## src/rtl/can_mode_ctrl.sv

```systemverilog
module can_mode_ctrl #(
  parameter int FILTER_CYCLES = 8
) (
  input  logic       clk,
  input  logic       rst_n,
  input  logic       special_mode,
  input  logic       wr_en,
  input  logic [7:0] wr_data,
  output logic [7:0] rd_data,
  input  logic       init_req,
  input  logic       init_ack,
  input  logic       slp_ack,
  output logic       wr_err,
  output logic       mod_en,
  output logic       clk_sel_bus,
  output logic       loop_en,
  output logic       listen_en,
  output logic       bo_user,
  output logic       wk_filt,
  input  logic       pe_tx,
  output logic       pe_rx,
  output logic       can_tx,
  input  logic       can_rx,
  output logic       tx_allow,
  output logic       ack_ignore,
  output logic       err_freeze,
  input  logic       wake_en,
  output logic       wake
);
  localparam int CW = $clog2(FILTER_CYCLES + 1);
  localparam logic [CW-1:0] FMAX = CW'(FILTER_CYCLES);
  localparam logic [CW-1:0] FLAST = CW'(FILTER_CYCLES - 1);

  logic          in_init, wr_ok, en_used;
  logic [CW-1:0] dom_cnt, thr_m1;

  assign in_init = init_req & init_ack;
  assign wr_ok   = wr_en & in_init;

  always_ff @(posedge clk or negedge rst_n) begin
    if (!rst_n) begin
      mod_en      <= 1'b0;
      clk_sel_bus <= 1'b0;
      loop_en     <= 1'b0;
      listen_en   <= 1'b1;
      bo_user     <= 1'b0;
      wk_filt     <= 1'b0;
      en_used     <= 1'b0;
      wr_err      <= 1'b0;
    end else begin
      wr_err <= wr_en & ~in_init;
      if (wr_ok) begin
        if (special_mode || !en_used) mod_en <= wr_data[7];
        en_used     <= 1'b1;
        clk_sel_bus <= wr_data[6];
        loop_en     <= wr_data[5];
        listen_en   <= wr_data[4];
        bo_user     <= wr_data[3];
        wk_filt     <= wr_data[2];
      end
    end
  end

  assign rd_data = {mod_en, clk_sel_bus, loop_en, listen_en, bo_user, wk_filt, slp_ack, init_ack};

  assign can_tx     = (loop_en | listen_en) ? 1'b1 : pe_tx;
  assign pe_rx      = loop_en ? pe_tx : can_rx;
  assign tx_allow   = ~listen_en;
  assign ack_ignore = loop_en;
  assign err_freeze = listen_en;

  assign thr_m1 = wk_filt ? FLAST : '0;

  always_ff @(posedge clk or negedge rst_n) begin
    if (!rst_n) begin
      dom_cnt <= '0;
      wake    <= 1'b0;
    end else begin
      wake <= wake_en & ~can_rx & (dom_cnt == thr_m1);
      if (can_rx)              dom_cnt <= '0;
      else if (dom_cnt != FMAX) dom_cnt <= dom_cnt + 1'b1;
    end
  end
endmodule

```

## config.mk

```make
export PLATFORM = sky130hd
export DESIGN_NAME = can_mode_ctrl
export DESIGN_NICKNAME = d
export VERILOG_FILES = /design/src/rtl/can_mode_ctrl.sv
export SDC_FILE = /design/constraint.sdc
export NUM_CORES = 1
export LEC_CHECK = 0
export BUFFER_PORTS_ARGS = -buffer_cell sky130_fd_sc_hd__buf_2
export CAP_MARGIN = 20
export CORE_MARGIN = 2
export CORE_UTILIZATION = 44
export CTS_CLUSTER_DIAMETER = 120
export CTS_CLUSTER_SIZE = 24
export DETAILED_ROUTE_END_ITERATION = 6
export PLACE_DENSITY = 0.81
export SYNTH_ARGS = -nofsm -noshare
export SYNTH_HDL_FRONTEND = slang
export SYNTH_SLANG_ARGS = --single-unit
```

## constraint.sdc

```tcl
create_clock -name clk -period 2.8 [get_ports clk]
set_input_delay 0.14 -clock clk [delete_from_list [all_inputs] [get_ports clk]]
set_output_delay 0.14 -clock clk [all_outputs]
set_load 0.02 [all_outputs]
```

==> results of run 1 <==
[worst register-to-register path, stage by stage (launching register included)]
cell and delay [ns]:
sky130_fd_sc_hd__dfrtp_1 0.43, sky130_fd_sc_hd__inv_1 0.07, sky130_fd_sc_hd__ha_1 0.22, sky130_fd_sc_hd__nand3b_1 0.16, sky130_fd_sc_hd__mux2i_1 0.22, sky130_fd_sc_hd__nor2_1 0.06
[per-stage QoR]
stage               worst slack [ns]  hold slack (ns)  total power [mW]   util
finish                          1.45           0.0738             0.517  0.596
global route                    1.39           0.0827             0.547  0.596
CTS                             1.43           0.0650             0.526  0.596
detailed placement              1.54           0.0393             0.411  0.569
global placement                1.64           0.0358             0.402  0.569
floorplan                       1.70           -0.156             0.373      -
[area by class of cell]
| cell class | instances | area (um^2) |
|---|---|---|
| fill | 127 | 546 |
| sequential | 13 | 327 |
| multi-input combinational | 28 | 238 |
| timing repair buffer | 35 | 180 |
| clock buffer | 4 | 26.3 |
| tap | 15 | 18.8 |
| inverter | 4 | 15.0 |
[cell families after synthesis]
group	count (synthesis)	synth area share
buffers and inverters	14	0.138
flip-flops	13	0.499
AND/OR/NAND/NOR	11	0.113
multiplexers	9	0.151
AO/OA/AOI/OAI	4	0.0344
XOR/XNOR	2	0.0268
adder cells (fa/ha/maj)	2	0.0382
[power by group through the flow]
| stage | clock (mW) | combinational (mW) | sequential, mW |
|---|---|---|---|
| floorplan | 0 | 0.113 | 0.260 |
| global placement | 0 | 0.167 | 0.235 |
| detailed placement | 0 | 0.173 | 0.238 |
| CTS | 0.118 | 0.175 | 0.234 |
| global route | 0.125 | 0.183 | 0.239 |
| finish | 0.112 | 0.172 | 0.234 |
[layout by cell type, fill, tap and decap left out, drive strengths merged]
cell type and n:
dlygate4sd3 1, a21boi 1, nand2b 1, mux2i 2, nor4 1, nor4b 1
inv 4, nand3b 1, or3 1, dfrtp 12, a21oi 3, ha 2
xnor2 2, dfstp 1, mux2 7, buf 34, clkbuf 4, nand3 1
nor2 4, and3 1
[registers in the layout (all words and copies together) (netlist names)]
signal and count:
ack_ignore 1, bo_user 1, clk_sel_bus 1, dom_cnt 4, en_used 1, err_freeze 1, mod_en 1, wake 1
wk_filt 1, wr_err 1
[worst max-delay path by stage]
stage / endpoint / cells after the start
5_1_grt: can_tx / 2
3_3_place_gp: dom_cnt[1] / 5
2_1_floorplan: dom_cnt[1] / 5
6_report: can_tx / 2
3_5_place_dp: dom_cnt[1] / 5
4_1_cts: can_tx / 2
[per-layer routing]
metal | global-route usage | wire [um] | vias up
met1 | 0.154 | 455 | 230
met2 | 0.289 | 726 | 19
li1 | - | - | 233
met4 | 0.0563 | 0 | 0
met3 | 0.0474 | 84 | 0
met5 | 0 | 0 | -
==> impl_summary.txt, run 1 <==
----------------------------------------------------
[Worst setup path]
  Reg-to-reg endpoint ... dom_cnt[1]
  Cell class contributing the biggest share of worst-path delay ... flip-flops
  Max incr delay on CP ... around 0.42 ns
  CP startpoint kind ... register
  Slowest CP cell ... sky130_fd_sc_hd__dfrtp_1
  Origin of the worst setup path ... ack_ignore
  Ordered cell list for the critical path ... or3_1, buf_2
  Required arrival time at the worst endpoint ... ~2.7 ns
  Reg-to-reg setup timing slack ... about 1.5 ns
  Crit-path max FO ... 6
  RR Startpoint ... dom_cnt[0]
  Path depth of the worst reg2reg path ... 5
  Startpoint-to-endpoint class of the critical path ... register to output pin
  CP Capture Type ... output pin
  Worst path arrival time ... 1.21 ns
  Worst path buffer plus inverter count ... 1

[Logic synthesis]
  Mean Syn Cell Area ... ~12 um^2
  Area share of the largest cell type after synthesis ... 0.459
  Yosys reg bits ... 13
  Dominant register cell in the synthesized netlist ... sky130_fd_sc_hd__dfrtp_1
  Number of distinct library cells after synthesis ... 18
  Number of synthesized flops with an enable pin ... 0
  Share of flip-flops with an asynchronous set or reset after synthesis ... 1.00
  Yosys Warn Count ... 0
  Gate count of the mapped netlist ... 55
  Net Count, Synth ... 75
  Most common library cells after synthesis ... 12 x sky130_fd_sc_hd__dfrtp_1, 10 x sky130_fd_sc_hd__buf_4, 7 x sky130_fd_sc_hd__mux2_2
  Library cell with the largest summed area after synthesis ... sky130_fd_sc_hd__dfrtp_1
  Post-Syn Area ... ~650 um^2
  Library cell with the highest instance count after synthesis ... sky130_fd_sc_hd__dfrtp_1
  Top area cells in the synthesized netlist ... sky130_fd_sc_hd__dfrtp_1 46%, sky130_fd_sc_hd__mux2_2 12%, sky130_fd_sc_hd__buf_4 11%
  Sequential element share of the synthesized area ... 0.499

[Global route]
  Largest net degree at the start of global routing ... 14
  Via count of the first global-routing pass ... ~500
  Total congestion overflow ... 0
  Number of antenna violations at the first check in global routing ... 0
  All-layer global routing usage ... 0.153
  Global-route wire length before repair ... about 2000 um

[Clock tree]
  CTS tree ... done
  Clock sinks ... 13
  Post-cts repair resize count ... 0
  Clock tree root buffer cell ... sky130_fd_sc_hd__clkbuf_4
  Count of hold buffers inserted by post-cts repair ... 1
  H-tree levels ... 1
  Clk Latency, worst-skew pair ... approximately 0.27 ns
  Clock transition time at the flip-flop clock pins of the worst setup and hold paths ... around 0.070 ns
  Number of buffers inserted to repair setup after CTS ... 0
  Number of buffers added by the clock tree synthesis step ... 3
  Clock tree buffer depth ... 2

[Timing]
  Final Slew Violations ... 0
  Final cycle utilization of the critical path ... 0.481
  Unrepaired setup endpoints after global routing ... false
  Rel. slew slack ... 0.809
  Post-route setup TNS ... 0 ns
  Number of setup violations in the final report ... 0
  Tightest Pin Transition ... 0.286 ns
  Setup skew after layout ... between 0.0005 and 0.0006 ns
  Achievable clock frequency ... approximately 0.74 GHz
  Final Hold Violating Endpoints ... 0
  Post-layout minimum cycle time ... around 1.3 ns

[Floorplan]
  Initial cell density of the core ... 0.485
  Die Area ... 0.00181 mm^2
  Die Span Y ... roughly 43 um
  Chip width ... ~43 um
  Floorplan core area ... about 0.0014 mm^2
  Std-Cell Rows ... 13
  IO Pins ... 39

[Layout]
  Post-Layout Inst Area ... ~800 um^2
  Diodes inserted ... 0
  Count of placed standard cells in the final layout, fillers left out ... 99
  Fraction of final layout cells with drive strength greater than 1 ... 0.571
  Number of nets at the end of the flow ... approximately 110
  Signed area change from the synthesized netlist to the final layout ... 22.9%

[Pwr]
  Sequential fraction of design power ... 0.452
  Leakage component of the power ... between 0.4 and 0.5 nW
  Switch Pwr ... ~0.18 mW
  Max VDD drop ... 385 uV
  Total internal power ... approximately 0.33 mW
  PD cells ... approximately 640 mW/mm^2
  Combinational share of power ... 0.332
  Power share of the clock group ... 0.216
  Switching share of total power ... 0.352

[Worst hold path]
  Worst Hold Class ... primary input to register
  Hold Path Sink ... wr_err
  Number of cells on the worst hold path ... 2
  Hold path start ... init_req

[Outcome]
  Run status ... finished, final reports clean

[Drt]
  1st-iter DRT viols ... 2
  Total via count after detailed routing ... ~480
  Antenna-violating nets left ... 0
  Aggregate routed wire length ... 1270 um
  DRC violations left ... 0
  DR vias/cell ... slightly below 5
  Average wire per standard cell ... 12.8 um
  Initial DRT Pass Iterations ... 2

[Run]
  Number of maximum-capacitance violations ... 0

[Placement]
  Half-perimeter wire length after placement ... around 1100 um
  Number of buffer cells added on primary ports ... 34
  Final weighted congestion of routability-driven global placement ... approximately 0.77
  Cell area reported after detailed placement ... between 700 and 800 um^2
  Number of cells in the design after placement ... 94

----------------------------------------------------
Power figures use the tool's default switching activity.
==> run 2, diff against run 1 <==
CORE_UTILIZATION = 41   (was 44)
PLACE_DENSITY = 0.76   (was 0.81)
clock period = 1.3 ns   (was 2.8 ns; I/O delays follow)
==> run 2 against run 1 <==
Against the previous run: cell count rose by 4.0%; core utilization fell by 3.9 points; via count rose by 3.1%.
==> impl_summary.txt, run 2 (same netlist as run 1, synthesis figures left out) <==
----------------------------------------------------
[Outcome]
  Run status ... finished, final reports clean

[Drt]
  Length of routed met2 wiring ... about 560 um
  DR vias/cell ... a little under 5
  Antenna-violating nets left ... 0
  Top routing layer in use ... met3
  Total via count after detailed routing ... about 500
  1st-iter DRT viols ... 0
  WL met1 ... 476 um
  Met3 Routed Length ... about 75 um
  DRC violations left ... 0
  Average wire per standard cell ... between 10 and 15 um
  Aggregate routed wire length ... 1110 um
  Initial DRT Pass Iterations ... 1

[Timing]
  Fin Hold WS ... ~0.024 ns
  Final Hold Violating Endpoints ... 0
  Setup skew after layout ... about 0.00013 ns
  Unrepaired setup endpoints after global routing ... false
  Achievable clock frequency ... 0.794 GHz
  Final cycle utilization of the critical path ... 0.969
  Post-layout minimum cycle time ... approximately 1.3 ns
  Number of setup violations in the final report ... 0
  Fin worst setup slack ... 0.0407 ns
  Post-route setup TNS ... 0 ns
  Tightest Pin Transition ... ~0.28 ns
  Rel. slew slack ... 0.813
  Final Slew Violations ... 0

[Layout]
  Leading cell type in the layout, fill and taps excluded ... sky130_fd_sc_hd__buf_2
  Signed area change from the synthesized netlist to the final layout ... 28.3%
  Fraction of final layout cells with drive strength greater than 1 ... 0.575
  Top reg by flops ... dom_cnt
  Max reg flops ... 4
  Number of nets at the end of the flow ... between 100 and 150
  Fill cell count ... 127
  Diodes inserted ... 0
  Leading cell types in the layout, fill and taps excluded ... 33 x sky130_fd_sc_hd__buf_2, 12 x sky130_fd_sc_hd__dfrtp_1, 7 x sky130_fd_sc_hd__mux2_2

[Run]
  Number of maximum-capacitance violations ... 0

[Placement]
  Number of buffer cells added on primary ports ... 34
  Final weighted congestion of routability-driven global placement ... about 0.64
  Post-Place Setup Slack ... 0.139 ns
  Half-perimeter wire length after placement ... 864 um

[Global route]
  Via count of the first global-routing pass ... around 450
  Global-route wire length before repair ... ~1700 um
  All-layer global routing usage ... 0.125
  Largest net degree at the start of global routing ... 14
  Number of antenna violations at the first check in global routing ... 0
  Total congestion overflow ... 0

[Worst setup path]
  Required arrival time at the worst endpoint ... 1.24 ns
  CP startpoint kind ... register
  Ordered cell list for the critical path ... or3_1, buf_4
  Reg-to-reg setup timing slack ... approximately 0.13 ns
  Cell class contributing the biggest share of worst-path delay ... flip-flops
  Slowest CP cell ... sky130_fd_sc_hd__dfstp_2
  CP Capture Type ... output pin
  Max incr delay on CP ... 0.39 ns
  Worst path buffer plus inverter count ... 1
  Worst path arrival time ... ~1.2 ns
  Crit-path max FO ... 6
  Startpoint-to-endpoint class of the critical path ... register to output pin

[Pwr]
  Power Total ... between 1 and 1.5 mW
  Max VDD drop ... roughly 620 uV
  Leakage component of the power ... 0.433 nW
  PD cells ... ~1300 mW/mm^2

[Floorplan]
  Initial cell density of the core ... 0.434
  Chip width ... roughly 44 um
  IO Pins ... 39
  Die Area ... just under 0.002 mm^2
  Floorplan core area ... around 0.0015 mm^2
  Die Span Y ... approximately 44 um
  Std-Cell Rows ... 14

[Clock tree]
  CTS tree ... done
  Clock tree root buffer cell ... sky130_fd_sc_hd__clkbuf_4
  Number of buffers added by the clock tree synthesis step ... 3
  Clock transition time at the flip-flop clock pins of the worst setup and hold paths ... 0.07 ns
  H-tree levels ... 1
  Clk Latency, worst-skew pair ... 0.27 ns
  Clock sinks ... 13
  Clock tree buffer depth ... 2

[Worst hold path]
  Worst Hold Class ... primary input to register

----------------------------------------------------
-- run 2: cell count changes in the layout (fill, tap and decap cells not counted), sizes merged --
cell and change:
dlygate4sd3 +2, buf +1
-- run 2: per-stage QoR --
stage | instances | utilization | area, um^2
2_1_floorplan | 55 | - | 654
3_3_place_gp | 95 | 0.511 | 769
3_5_place_dp | 95 | 0.511 | 769
4_1_cts | 103 | 0.553 | 833
5_1_grt | 103 | 0.557 | 840
6_report | 103 | 0.557 | 840
-- run 2: metal layers --
metal,GRT usage,vias to the layer above
met2,0.197,19
met1,0.146,237
met5,0,-
met4,0.0727,0
met3,0.0458,0
li1,-,241
-- run 2: final timing paths --
path / startpoint / end / cells past startpoint
setup / recovery: err_freeze / can_tx / 2
hold / removal: wr_data[4] / err_freeze / 2
setup reg to reg: dom_cnt[0] / dom_cnt[1] / 5
hold reg to reg: en_used / en_used / 1
max in group asynchronous: rst_n / err_freeze / 2
min in group asynchronous: rst_n / wr_err / 2
-- run 2: cell type report --
cell class / instances / area, um^2 / area share
clock buffers: 4 / 26.3 / 0.0313
inverters: 4 / 15.0 / 0.0179
multi-input cells: 28 / 241 / 0.288
flip-flops and latches: 13 / 327 / 0.389
well taps: 16 / 20.0 / 0.0238
repair buffers: 38 / 210 / 0.250
-- run 2: where the power goes --
part	internal [mW]	total, mW	switching, mW	leakage, nW
combinational	0.157	0.380	0.223	0.261
clock	0.119	0.239	0.121	0.0150
sequential	0.458	0.503	0.0447	0.158
total	0.734	1.12	0.389	0.433
-- run 2: what timing repair did --
item / 4_1_cts / 5_1_grt
setup endpoints to repair: 1 / 2
resized for setup: 0 / 2
hold buffers: 3 / 0
setup buffers: 1 / 0
pin swaps: 0 / 1
endpoints found under the hold margin: 14 / 0
